<file path="config.mk">
export PLATFORM = sky130hd
export DESIGN_NAME = cfg_shadow_regfile
export DESIGN_NICKNAME = d
export VERILOG_FILES = /design/src/rtl/cfg_rf_pkg.sv /design/src/rtl/cfg_addr_decode.sv /design/src/rtl/cfg_shadow_reg.sv /design/src/rtl/cfg_shadow_regfile.sv
export SDC_FILE = /design/constraint.sdc
export NUM_CORES = 1
export LEC_CHECK = 0
export ABC_AREA = 1
export CAP_MARGIN = 25
export CORE_ASPECT_RATIO = 1.25
export CORE_MARGIN = 1.5
export CORE_UTILIZATION = 51
export CTS_BUF_LIST = sky130_fd_sc_hd__clkbuf_4 sky130_fd_sc_hd__clkbuf_8
export CTS_CLUSTER_DIAMETER = 80
export DETAILED_ROUTE_END_ITERATION = 16
export PLACE_DENSITY_LB_ADDON = 0.3
export SYNTH_ARGS = -nofsm -noshare
export SYNTH_HDL_FRONTEND = slang
export SYNTH_HIERARCHICAL = 1
export SYNTH_SLANG_ARGS = --single-unit
</file>
<file path="constraint.sdc">
create_clock -name clk -period 3.3 [get_ports clk]
set_input_delay 0.99 -clock clk [delete_from_list [all_inputs] [get_ports clk]]
set_output_delay 0.99 -clock clk [all_outputs]
set_load 0.005 [all_outputs]
</file>
<file path="src/rtl/cfg_rf_pkg.sv">
package cfg_rf_pkg;

  localparam int unsigned DW = 8;

  localparam logic [7:0] ADDR_CFG0  = 8'h00;
  localparam logic [7:0] ADDR_CFG1  = 8'h01;
  localparam logic [7:0] ADDR_CHSEL = 8'h05;
  localparam logic [7:0] ADDR_XFER  = 8'hFF;
  localparam logic [7:0] LOC_BASE   = 8'h08;
  localparam logic [7:0] GLB_BASE   = 8'h3A;

  localparam logic [7:0] CFG0_MASK = 8'h7F;
  localparam logic [7:0] CFG0_DFLT = 8'h00;
  localparam logic [7:0] CFG1_MASK = 8'h0F;
  localparam logic [7:0] CFG1_DFLT = 8'h0C;

  function automatic logic [7:0] loc_mask(input int k);
    return (k == 2) ? 8'h3F : 8'hFF;
  endfunction

  function automatic logic [7:0] loc_dflt(input int k);
    logic [7:0] v;
    v = 8'(17 * (k + 1));
    return v & loc_mask(k);
  endfunction

  function automatic logic [7:0] glb_mask(input int g);
    return (g == 1) ? 8'h0F : 8'hFF;
  endfunction

  function automatic logic [7:0] glb_dflt(input int g);
    logic [7:0] v;
    v = 8'(160 + g);
    return v & glb_mask(g);
  endfunction

endpackage

</file>
<file path="src/rtl/cfg_addr_decode.sv">
module cfg_addr_decode
  import cfg_rf_pkg::*;
#(
  parameter int NLOC = 4,
  parameter int NGLB = 2,
  localparam int LIW = (NLOC > 1) ? $clog2(NLOC) : 1,
  localparam int GIW = (NGLB > 1) ? $clog2(NGLB) : 1
) (
  input  logic [7:0]     addr,
  output logic           loc_hit,
  output logic [LIW-1:0] loc_idx,
  output logic           glb_hit,
  output logic [GIW-1:0] glb_idx,
  output logic           cfg0_hit,
  output logic           cfg1_hit,
  output logic           sel_hit,
  output logic           xfer_hit
);

  localparam int LOC_LO = int'(LOC_BASE);
  localparam int LOC_END = LOC_LO + NLOC;
  localparam int GLB_LO = int'(GLB_BASE);
  localparam int GLB_END = GLB_LO + NGLB;

  logic [7:0] loc_off, glb_off;
  int         a_int;

  always_comb begin
    a_int    = int'({24'd0, addr});
    loc_off  = addr - LOC_BASE;
    glb_off  = addr - GLB_BASE;
    loc_hit  = (a_int >= LOC_LO) && (a_int < LOC_END);
    glb_hit  = (a_int >= GLB_LO) && (a_int < GLB_END);
    loc_idx  = loc_off[LIW-1:0];
    glb_idx  = glb_off[GIW-1:0];
    cfg0_hit = (addr == ADDR_CFG0);
    cfg1_hit = (addr == ADDR_CFG1);
    sel_hit  = (addr == ADDR_CHSEL);
    xfer_hit = (addr == ADDR_XFER);
  end

endmodule

</file>
<file path="src/rtl/cfg_shadow_reg.sv">
module cfg_shadow_reg #(
  parameter logic [7:0] DFLT = 8'h00,
  parameter logic [7:0] MASK = 8'hFF
) (
  input  logic       clk,
  input  logic       rst_n,
  input  logic       wr_en,
  input  logic [7:0] wdata,
  input  logic       xfer,
  output logic [7:0] stg_o,
  output logic [7:0] act_o
);

  logic [7:0] stg_q, stg_d, act_q, act_d;

  always_comb begin
    stg_d = stg_q;
    act_d = act_q;
    if (wr_en) stg_d = wdata & MASK;
    if (xfer)  act_d = stg_q;
  end

  always_ff @(posedge clk or negedge rst_n) begin
    if (!rst_n) begin
      stg_q <= DFLT;
      act_q <= DFLT;
    end else begin
      stg_q <= stg_d;
      act_q <= act_d;
    end
  end

  assign stg_o = stg_q;
  assign act_o = act_q;

endmodule

</file>
<file path="src/rtl/cfg_shadow_regfile.sv">
module cfg_shadow_regfile
  import cfg_rf_pkg::*;
#(
  parameter int NCH  = 4,
  parameter int NLOC = 4,
  parameter int NGLB = 2
) (
  input  logic                   clk,
  input  logic                   rst_n,
  input  logic [7:0]             bus_addr,
  input  logic [7:0]             bus_wdata,
  input  logic                   bus_wr,
  input  logic                   bus_rd,
  output logic [7:0]             bus_rdata,
  output logic [NCH*NLOC*DW-1:0] loc_act_o,
  output logic [NGLB*DW-1:0]     glb_act_o,
  output logic [2*DW-1:0]        cfg_imm_o
);

  localparam int LIW = (NLOC > 1) ? $clog2(NLOC) : 1;
  localparam int GIW = (NGLB > 1) ? $clog2(NGLB) : 1;
  localparam int CIW = (NCH > 1) ? $clog2(NCH) : 1;
  localparam logic [NCH-1:0] SEL_DFLT = '1;

  logic           loc_hit, glb_hit, cfg0_hit, cfg1_hit, sel_hit, xfer_hit;
  logic [LIW-1:0] loc_idx;
  logic [GIW-1:0] glb_idx;

  cfg_addr_decode #(.NLOC(NLOC), .NGLB(NGLB)) dec_i (
    .addr(bus_addr), .loc_hit(loc_hit), .loc_idx(loc_idx),
    .glb_hit(glb_hit), .glb_idx(glb_idx), .cfg0_hit(cfg0_hit),
    .cfg1_hit(cfg1_hit), .sel_hit(sel_hit), .xfer_hit(xfer_hit)
  );

  logic xfer_go;
  assign xfer_go = bus_wr & xfer_hit & bus_wdata[0];

  // immediate globals and channel select
  logic [NCH-1:0] sel_q, sel_d;
  logic [7:0]     cfg0_q, cfg0_d, cfg1_q, cfg1_d;

  always_comb begin
    sel_d  = sel_q;
    cfg0_d = cfg0_q;
    cfg1_d = cfg1_q;
    if (bus_wr && sel_hit)  sel_d  = bus_wdata[NCH-1:0];
    if (bus_wr && cfg0_hit) cfg0_d = bus_wdata & CFG0_MASK;
    if (bus_wr && cfg1_hit) cfg1_d = bus_wdata & CFG1_MASK;
  end

  always_ff @(posedge clk or negedge rst_n) begin
    if (!rst_n) begin
      sel_q  <= SEL_DFLT;
      cfg0_q <= CFG0_DFLT;
      cfg1_q <= CFG1_DFLT;
    end else begin
      sel_q  <= sel_d;
      cfg0_q <= cfg0_d;
      cfg1_q <= cfg1_d;
    end
  end

  assign cfg_imm_o = {cfg1_q, cfg0_q};

  // shadowed local registers, one copy per channel
  logic [NCH*NLOC*DW-1:0] loc_stg;
  logic [NGLB*DW-1:0]     glb_stg;

  for (genvar c = 0; c < NCH; c++) begin : g_ch
    for (genvar k = 0; k < NLOC; k++) begin : g_reg
      logic wr_en;
      assign wr_en = bus_wr & loc_hit & sel_q[c] & (loc_idx == LIW'(k));
      cfg_shadow_reg #(.DFLT(loc_dflt(k)), .MASK(loc_mask(k))) reg_i (
        .clk(clk), .rst_n(rst_n), .wr_en(wr_en), .wdata(bus_wdata),
        .xfer(xfer_go),
        .stg_o(loc_stg[(c*NLOC+k)*DW +: DW]),
        .act_o(loc_act_o[(c*NLOC+k)*DW +: DW])
      );
    end
  end

  // shadowed global registers, single copy
  for (genvar g = 0; g < NGLB; g++) begin : g_glb
    logic wr_en;
    assign wr_en = bus_wr & glb_hit & (glb_idx == GIW'(g));
    cfg_shadow_reg #(.DFLT(glb_dflt(g)), .MASK(glb_mask(g))) reg_i (
      .clk(clk), .rst_n(rst_n), .wr_en(wr_en), .wdata(bus_wdata),
      .xfer(xfer_go),
      .stg_o(glb_stg[g*DW +: DW]),
      .act_o(glb_act_o[g*DW +: DW])
    );
  end

  // read channel: the single selected channel, otherwise channel A
  logic [CIW-1:0] rd_ch;

  always_comb begin
    rd_ch = '0;
    if ($countones(sel_q) == 1) begin
      for (int i = 0; i < NCH; i++) begin
        if (sel_q[i]) rd_ch = CIW'(i);
      end
    end
  end

  always_comb begin
    bus_rdata = '0;
    if (bus_rd) begin
      if (loc_hit)
        bus_rdata = loc_stg[(int'(rd_ch)*NLOC + int'(loc_idx))*DW +: DW];
      else if (glb_hit)
        bus_rdata = glb_stg[int'(glb_idx)*DW +: DW];
      else if (sel_hit)
        bus_rdata[NCH-1:0] = sel_q;
      else if (cfg0_hit)
        bus_rdata = cfg0_q;
      else if (cfg1_hit)
        bus_rdata = cfg1_q;
    end
  end

endmodule

</file>
* Word level (Yosys, flattened, before mapping)
Cells that the tools add are included.
** Word-level totals
- Logic and storage cells :: 103
- Register bits :: 279
- Bits of input ports :: 20
** Operators by class
- Shift-type cells :: 2
- Multiplexer cells :: 11
- Add/subtract/negate cells :: 6
- Bitwise operators :: 27
- Reductions and logical operators :: 7
- Equality and inequality tests :: 7
- Order comparisons :: 4
** Operator list (number)
- $shiftx 128x9->8 :: 1
- $mux 8 :: 4
- $and 1x1->1 :: 26
- $shiftx 16x5->8 :: 1
- $mux 4 :: 3
- $eq 8x1->1 const B :: 1
- $eq 8x3->1 const B :: 1
- $eq 8x8->1 const B :: 1
- $ge 8x4->1 const B :: 1
- $ge 8x6->1 const B :: 1
- $logic_not 8->1 :: 1
- $lt 8x4->1 const B :: 1
- $lt 8x6->1 const B :: 1
- $mux 2 :: 3
- $add 4x2->5 :: 1
- $logic_and 1x1->1 :: 5
- $add 1x1->2 :: 2
- $eq 2x2->1 const B :: 2
- $add 2x2->3 :: 1
- $eq 3x1->1 const B :: 1
- $eq 2x1->1 const B :: 1
- $logic_not 2->1 :: 1
- $sub 2x1->2 const B :: 1
- $mux 1 :: 1
- 2 further kinds :: 2

* Longest topological paths before layout
Gate-level depths: netlist of run 1.
- Depth in word-level cells :: 8
- Mapped depth :: 14

* Modules after synthesis
Netlist of run 1, hierarchy kept.
** By module, submodules not included
- cfg_shadow_reg at g_ch[0].g_reg[0].reg_i ... :: seq. area each 405.4 um^2, cells an instance 68, area each 615.6 um^2, instances 13
- cfg_shadow_regfile :: seq. area each 382.9 um^2, cells an instance 635, area each 3042.9 um^2, instances 1
- cfg_shadow_reg at g_ch[0].g_reg[2].reg_i ... :: seq. area each 310.3 um^2, cells an instance 55, area each 486.7 um^2, instances 4
- cfg_shadow_reg at g_glb[1].reg_i :: seq. area each 202.7 um^2, cells an instance 43, area each 364.1 um^2, instances 1
- cfg_addr_decode :: seq. area each 0.0 um^2, cells an instance 34, area each 147.6 um^2, instances 1

* Worst setup path before layout of run 1
Ideal clock, no wire load.
- Path kind :: input -> register
- Start :: in bus_addr[4]
- End :: reg g_ch[0].g_reg[0].reg_i.act_q[1]
- Arrival time :: 3609 ps
- Cell stages on the path :: 10
- Buffers on the path :: 1
- Path slack :: -426 ps
- Required time :: 3184 ps
- Cells stage by stage :: nand2_1 > inv_1 > nand2_1 > nor2_1 > nand2_1 > nor2_1 > buf_6 > inv_2 > nand2_1 > nand2_1
** Between the ends
- Cells in the longest elaborated chain, start to end :: 3
** RTL lines
- start: declaration :: RTL line cfg_shadow_regfile.sv:10 : input logic [7:0] bus_addr,
- $eq 8x8->1 :: RTL line cfg_addr_decode.sv:39 : xfer_hit = (addr == ADDR_XFER);
- named net xfer_hit :: RTL line cfg_shadow_regfile.sv:25 : logic loc_hit, glb_hit, cfg0_hit, cfg1_hit, sel_hit, xfer_hit;
- $and 1x1->1 (2 in series) :: RTL line cfg_shadow_regfile.sv:36 : assign xfer_go = bus_wr & xfer_hit & bus_wdata[0];
- named net xfer_go :: RTL line cfg_shadow_regfile.sv:35 : logic xfer_go;
- end signal: assignment :: RTL line cfg_shadow_reg.sv:29 : act_q <= act_d;
- end: declaration :: RTL line cfg_shadow_reg.sv:14 : logic [7:0] stg_q, stg_d, act_q, act_d;
The timed path passes the listed nets, and every way through them passes these cells.
A chain may end at the register's enable or synchronous reset.

* Final worst setup path of run 1
- Start :: reg sel_q[0]
- End :: out bus_rdata[0]
** Between the ends
- Cells in the longest elaborated chain, start to end :: 8
- Elaborated cells on any way between the ends :: 10
- Those cells by class :: add/sub (3); eq/ne (1); shift (1); mux (5)
** RTL lines
- start: declaration :: RTL line cfg_shadow_regfile.sv:39 : logic [NCH-1:0] sel_q, sel_d;
- start signal: assignment :: RTL line cfg_shadow_regfile.sv:57 : sel_q <= sel_d;
- $add 1x1->2 (implied by the code) :: RTL line cfg_shadow_regfile.sv:99 : if ($countones(sel_q) == 1) begin
- $add 2x2->3 (implied by the code) :: RTL line cfg_shadow_regfile.sv:99
- $eq 3x1->1 :: RTL line cfg_shadow_regfile.sv:99
- $mux 2 :: RTL line cfg_shadow_regfile.sv:99
- $add 4x2->5 :: RTL line cfg_shadow_regfile.sv:110 : bus_rdata = loc_stg[(int'(rd_ch)*NLOC + int'(loc_idx))*DW +: DW];
- $shiftx 128x9->8 :: RTL line cfg_shadow_regfile.sv:110
- $mux 8 (*) :: RTL line cfg_shadow_regfile.sv:109 : if (loc_hit)
- $mux 8 (*) :: RTL line cfg_shadow_regfile.sv:108 : if (bus_rd) begin
- end: declaration :: RTL line cfg_shadow_regfile.sv:14 : output logic [7:0] bus_rdata,
Mark *: on every way between the ends. The rest lies on a longest branch, timed or not.

==> results of run 1 <==
-- routing by layer --
metal	global-route usage [%]	vias to the layer above	share of wire, %
met2	46.10	457	48
met4	12.36	0	4.0
li1	-	5821	-
met5	0	-	0
met3	4.433	110	6.5
met1	33.75	5584	41
-- state kept, by name, indices dropped and copies added (netlist names) --
name / count
g_ch.g.reg_i/act_o: 120
g_ch.g.reg_i/stg_o: 120
g_glb.reg_i/act_o: 12
g_glb.reg_i/stg_o: 12
cfg0_q: 7
cfg1_q: 4
sel_q: 4
-- cell type report --
type                            instances  area [µm²]  area share [%]
Clock buffer                           72       890.9           5.282
Timing Repair Buffer                  244        2396           14.21
Clock inverter                          6       57.56          0.3412
Inverter                              186       700.7           4.154
Tap cell                              340       425.4           2.522
Multi-Input combinational cell       1288        5299           31.42
Sequential cell                       279        7097           42.08
-- through the flow --
stage	util [%]	total power (W)	setup slack [ns]	hold WS, ns
final	64.84	0.007026	-0.7810	0.4063
after global routing	64.84	0.007290	-0.8769	0.4406
after CTS	64.73	0.007076	-0.8019	0.4091
after detailed placement	60.62	0.003982	-0.8191	0.4527
after global placement	60.62	0.003977	-0.7273	0.4518
after floorplan	-	0.003745	0.009058	0.4462
-- critical path: cells and delay by family, from the launching register on --
kind	cells	cell delay, ns
adder cells (fa/ha/maj)	3	0.92
flip-flops	1	0.54
buffers and inverters	5	0.42
AO/OA/AOI/OAI	2	0.34
AND/OR/NAND/NOR	4	0.33
-- how the worst max path moves through the flow --
stage,to,slack (ns),depth (start not counted),from
finish,bus_rdata[0],-0.78,14,sel_q[0]
global route,bus_rdata[4],-0.88,14,sel_q[0]
CTS,bus_rdata[6],-0.80,14,sel_q[0]
detailed placement,bus_rdata[0],-0.82,11,bus_addr[1]
global placement,bus_rdata[0],-0.73,11,bus_addr[1]
floorplan,bus_rdata[0],0.009,13,sel_q[0]
-- cell families after synthesis --
kind of cell | Yosys count | synth area share (%)
AO/OA/AOI/OAI | 44 | 2.011
adder cells (fa/ha/maj) | 3 | 0.3335
buffers and inverters | 272 | 10.16
flip-flops | 279 | 52.55
multiplexers | 3 | 0.2501
other | 6 | 0.1668
AND/OR/NAND/NOR | 1209 | 34.52
-- placed cells by master (no fill, tap or decap), types with 2 or more instances in the layout --
master and count:
o21ai_1 4, a21oi_1 10, inv_1 144, buf_12 14, nand3_1 57, nand2_4 2, nand3_4 6, nand2_2 9
nor2_4 3, nor2_2 3, buf_2 9, o21ai_0 17, a21oi_2 8, o211ai_1 4, mux2_2 3, buf_4 59
clkbuf_8 56, inv_2 41, nor2_1 42, nand3b_1 5, clkinv_2 4, nand2_1 1073, nor3_1 2, dfstp_2 92
clkbuf_4 16, clkdlybuf4s50_1 160, dfrtp_1 187, nand3_2 7, conb_1 29
-- where the power goes --
part	leakage, nW	internal [W]	switching [W]
logic	4.68	0.000154	0.000323
registers	3.56	0.00345	0.0000207
clock network	0.506	0.00178	0.00130
-- timing repair --
action / CTS / global route
gates cloned: 0 / 0
resized for setup: 61 / 6
setup buffers: 2 / 0
pin swaps: 20 / 2
endpoints found under the setup margin: 8 / 8
==> out/qor.txt, run 1 <==
Setup Viol. Count Final -> 8
Clock Sinks -> 279
Area after DPL -> 0.01577 mm²
Post-synth ARST share -> 100.0%
Via Count -> 11970
fin. max-slew vios -> 0
R2R Path End -> g_ch[3].g_reg[3].reg_i/stg_o[7]
Routed WL -> 35830 µm
dpl cells -> 2335
DR WL/cell -> 14.84 µm
setup_tns -> -6.131 ns
worst endpoint required time -> 2.31 ns
Peak VDD IR -> 338.4 µV
crit share post-route -> 123.7%
vias in the first global route -> 11930
cell mode on critical path -> nand2_2
FF-to-FF path depth -> 7
YS warnings -> 6
sequential area share after synthesis -> 52.55%
WS Path Type -> register to primary output
CP Launch Type -> register
CP cell instances -> inv_2 > fa_1 > inv_1 > ha_2 > ha_4 > nor2_4 > nand2_2 > buf_6 > a21oi_4 > inv_4 > nand3_1 > nand2_2 > a21oi_2 > buf_2
outcome -> finished, violations left
initial core utilization -> 51.91%
Mapped Avg Cell Area -> 7.436 µm²
reg2reg start -> sel_q[3]
Post-CTS Hold Buffers -> 0
synth cell count leaders -> nand2_1 (1081), dfrtp_1 (187), inv_1 (146)
Setup WS post-layout -> -0.7810 ns
DRT iter0 DRCs -> 755
initial antenna violation count -> 0
ys flop type -> dfrtp_1
# DRC -> 0
row cnt -> 66
CTS tree -> done
GPL Wtd Cong -> 0.8924
Area contributors post-synth -> dfrtp_1 (35%), nand2_1 (30%), dfstp_2 (18%), inv_1 (4.1%), nand3_1 (2.6%)
Die X -> 148.5 µm
Clk Latency, worst-skew pair -> 0.55 ns
I/O pin total -> 188
final hold vios -> 0
Setup crit end kind -> primary output
Synth top area share -> 34.65%
clock skew after layout -> 0.02372 ns
Netlist Area Pre-Place -> 0.01350 mm²
nets -> 2065
CP max-delay cell -> dfstp_2
crit path max fanout -> 8
minimum clock period -> 4.081 ns
EDFF count, synth -> 0
Layout area overhead -> 24.90%
RSZ-0062 raised after global routing -> true
FMAX -> 0.2450 GHz
Pleak -> 8.743 nW
first-pass GRT wire length -> 58950 µm
DRT antenna net count -> 0
worst slew pin tran -> 0.6398 ns
R2R Setup Slk -> 1.61 ns
Root Buffer -> clkbuf_8
Yosys cell types -> 26
worst min-delay path category -> input port to asynchronous set/reset pin
Remaining Overflow, GRT -> 0
clk slew on worst S/H paths -> 0.06 ns
maximum clock path buffer count -> 3
ant diodes -> 0
Final Instance Area -> 0.01687 mm²
CTS buffer count -> 43
port bufs -> 170
Layout Cells excl Fill -> 2415
Core ar. -> 0.02601 mm²
largest net degree at the start of global routing -> 78
PD cells -> 416.6 mW/mm²
H-Tree Depth -> 2
GRT Util Overall -> 27.05%
max-cap viol count -> 0
layout cells sized above 1 -> 16.39%
area leader, netlist -> dfrtp_1
Fillers -> 2254
HPWL after DPL -> 25560 µm
most frequent cell after synthesis -> nand2_1
Via density -> 4.957
Crit path largest cell delay -> 0.54 ns
DR pass1 iterations -> 7
Cells after Synth -> 1816
die span in y -> 184.9 µm
violated checks -> negative setup slack
die area -> 0.02747 mm²
Slew HR -> 57.21%
synthesis-stage register bit count -> 279
Worst Path Arrival -> 3.09 ns
Power figures use the tool's default switching activity.
==> run 2, diff against run 1 <==
- SLEW_MARGIN: not set -> 20
==> results of run 2 <==
Same layout as run 1: the final DEF is identical, and so are final timing and power.
==> run 3, diff against run 2 <==
- CORE_UTILIZATION: 51 -> 57
- GPL_TIMING_DRIVEN: not set -> 1
- clock period: 3.3 -> 4.3 ns (I/O delays scaled with it)
==> out/qor.txt, run 3 (synthesis gave the netlist of run 1 again) <==
WS Path Type -> register to primary output
Peak VDD IR -> 265.0 µV (-22%)
vias in the first global route -> 11540 (-3.3%)
Core ar. -> 0.02312 mm² (-11%)
Post-CTS Hold Buffers -> 0 (unchanged)
Setup Viol. Count Final -> 8 (unchanged)
Remaining Overflow, GRT -> 0 (unchanged)
largest net degree at the start of global routing -> 126 (+62%)
most common library cell in the layout ignoring fill and taps -> nand2_1
Layout area overhead -> 22.52%
RSZ-0062 raised after global routing -> true
Setup crit end kind -> primary output
DR WL/cell -> 15.39 µm (+3.7%)
DRT antenna net count -> 0 (unchanged)
Clock Sinks -> 279 (unchanged)
violated checks -> negative setup slack
H-Tree Depth -> 2 (unchanged)
Die X -> 140.7 µm (-5.3%)
Pleak -> 8.595 nW (-1.7%)
clock share of power -> 45.3% (+1.5 points)
maximum clock path buffer count -> 3 (unchanged)
Via Count -> 11970 (-0.033%)
worst slew pin tran -> 0.9940 ns (+0.3542 ns)
# DRC -> 0 (unchanged)
Net Switching -> 0.001291 W (-21%)
die area -> 0.02463 mm² (-10%)
part of the power in registers -> 48.3% (-1.1 points)
Worst Path Arrival -> 3.15 ns (+0.06 ns)
nets -> 2035 (-1.5%)
CTS buffer count -> 44 (+2.3%)
outcome -> finished, violations left
crit path max fanout -> 8 (unchanged)
PD cells -> 333.7 mW/mm² (-20%)
most frequent cells in the layout -> nand2_1 (1073), dfrtp_1 (187), clkdlybuf4s50_1 (160), inv_1 (144), dfstp_2 (92)
Routed WL -> 35930 µm (+0.29%)
first-pass GRT wire length -> 58250 µm (-1.2%)
Fillers -> 1874 (-17%)
Via density -> 5.125 (+3.4%)
clk slew on worst S/H paths -> 0.07 ns (about the same)
initial core utilization -> 58.42% (+6.5 points)
setup_tns -> -0.7580 ns (+5.373 ns)
fin. max-slew vios -> 0 (unchanged)
I/O pin total -> 188 (unchanged)
design internal power -> 0.004231 W (-21%)
DR pass1 iterations -> 5 (-2)
die span in y -> 175.1 µm (-5.3%)
HPWL after DPL -> 25060 µm (-1.9%)
layout cells sized above 1 -> 15.34% (-1.0 points)
port bufs -> 170 (unchanged)
Sw Share -> 23.39% (+0.029 points)
minimum clock period -> 4.435 ns
CP Launch Type -> register
GPL Wtd Cong -> 0.9315 (+4.4%)
Slew HR -> 33.52% (-24 points)
GRT Util Overall -> 29.81% (+2.8 points)
Root Buffer -> clkbuf_8
combinational share of power -> 6.4% (-0.4 points)
worst endpoint required time -> 3.01 ns (+0.70 ns)
ant diodes -> 0 (unchanged)
clock skew after layout -> 0.02170 ns (-0.002025 ns)
FMAX -> 0.2255 GHz
CTS tree -> done
row cnt -> 62 (-6.1%)
Setup WS post-layout -> -0.1355 ns (+0.6455 ns)
max-cap viol count -> 0 (unchanged)
DRT iter0 DRCs -> 896 (+19%)
initial antenna violation count -> 0 (unchanged)
final hold vios -> 0 (unchanged)
crit share post-route -> 103.2%
worst min-delay path category -> register to register
Clk Latency, worst-skew pair -> 0.55 ns (about the same)
hold slack -> 0.4594 ns (+0.05313 ns)
## run 3: per-layer routing
| metal | global-route usage (%) | wire length, µm | up-vias |
|---|---|---|---|
| li1 | - | - | 5763 |
| met2 | 49.86 | 17570 | 464 |
| met1 | 38.11 | 14390 | 5622 |
| met5 | 0 | 0 | - |
| met3 | 3.672 | 2195 | 119 |
| met4 | 15.67 | 1773 | 0 |
## run 3: final cells by class
cell class              count  area, µm²  share of cell area (%)
repair buffers            213       2117                   12.79
well taps                 288      360.3                   2.178
multi-input cells        1288       5266                   31.83
inverters                 186      698.2                   4.220
clock inverters            12      138.9                  0.8394
flip-flops and latches    279       7097                   42.89
clock buffers              69      868.3                   5.248
## run 3: critical path, cell delays in order (launching register included)
cell and delay [ns]:
dfstp_2 0.54, inv_2 0.04, fa_1 0.54, inv_2 0.05
ha_4 0.16, ha_4 0.25, nor2_4 0.10, nand2_4 0.08
nor2_4 0.13, buf_6 0.15, nand3_1 0.09, nand3_1 0.09
nand2_2 0.07, a21oi_2 0.17, buf_2 0.14
## run 3: path summary, 6_finish.rpt
| path | depth (start not counted) | slack, ns | to | from |
|---|---|---|---|---|
| min in group asynchronous | 1 | 0.70 | g_ch[2].g_reg[1].reg_i/stg_o[6] | rst_n |
| setup / recovery | 14 | -0.14 | bus_rdata[7] | sel_q[0] |
| hold / removal | 2 | 0.46 | g_ch[3].g_reg[0].reg_i/act_o[0] | g_ch[3].g_reg[0].reg_i/act_o[0] |
| setup reg to reg | 6 | 2.38 | g_ch[3].g_reg[3].reg_i/stg_o[0] | sel_q[3] |
| max in group asynchronous | 2 | 2.52 | g_ch[1].g_reg[1].reg_i/stg_o[0] | rst_n |
| hold reg to reg | 2 | 0.46 | g_ch[3].g_reg[0].reg_i/act_o[0] | g_ch[3].g_reg[0].reg_i/act_o[0] |
## run 3: repair_timing
action	4_1_cts	5_1_grt
endpoints found under the setup margin	8	8
buffers inserted	1	0
resized for setup	62	5
pin swaps	13	4
## run 3: per-stage QoR
step                cell area [µm²]  total power, W  setup slack, ns  util [%]  std cells
floorplan                     13590        0.002872           0.2742         -       1839
global route                  16550        0.005719          -0.2314     71.57       2335
finish                        16550        0.005522          -0.1355     71.57       2335
detailed placement            15410        0.003046          -0.4003     66.68       2253
CTS                           16530        0.005556          -0.1079     71.49       2335
global placement              15410        0.003040          -0.3639     66.68       2253
## run 3: power by group through the flow
| stage | sequential [W] | combinational (W) | clock, W |
|---|---|---|---|
| floorplan | 0.00270 | 0.000167 | 0 |
| global placement | 0.00271 | 0.000331 | 0 |
| detailed placement | 0.00271 | 0.000338 | 0 |
| CTS | 0.00266 | 0.000350 | 0.00254 |
| global route | 0.00267 | 0.000392 | 0.00266 |
| finish | 0.00267 | 0.000356 | 0.00250 |
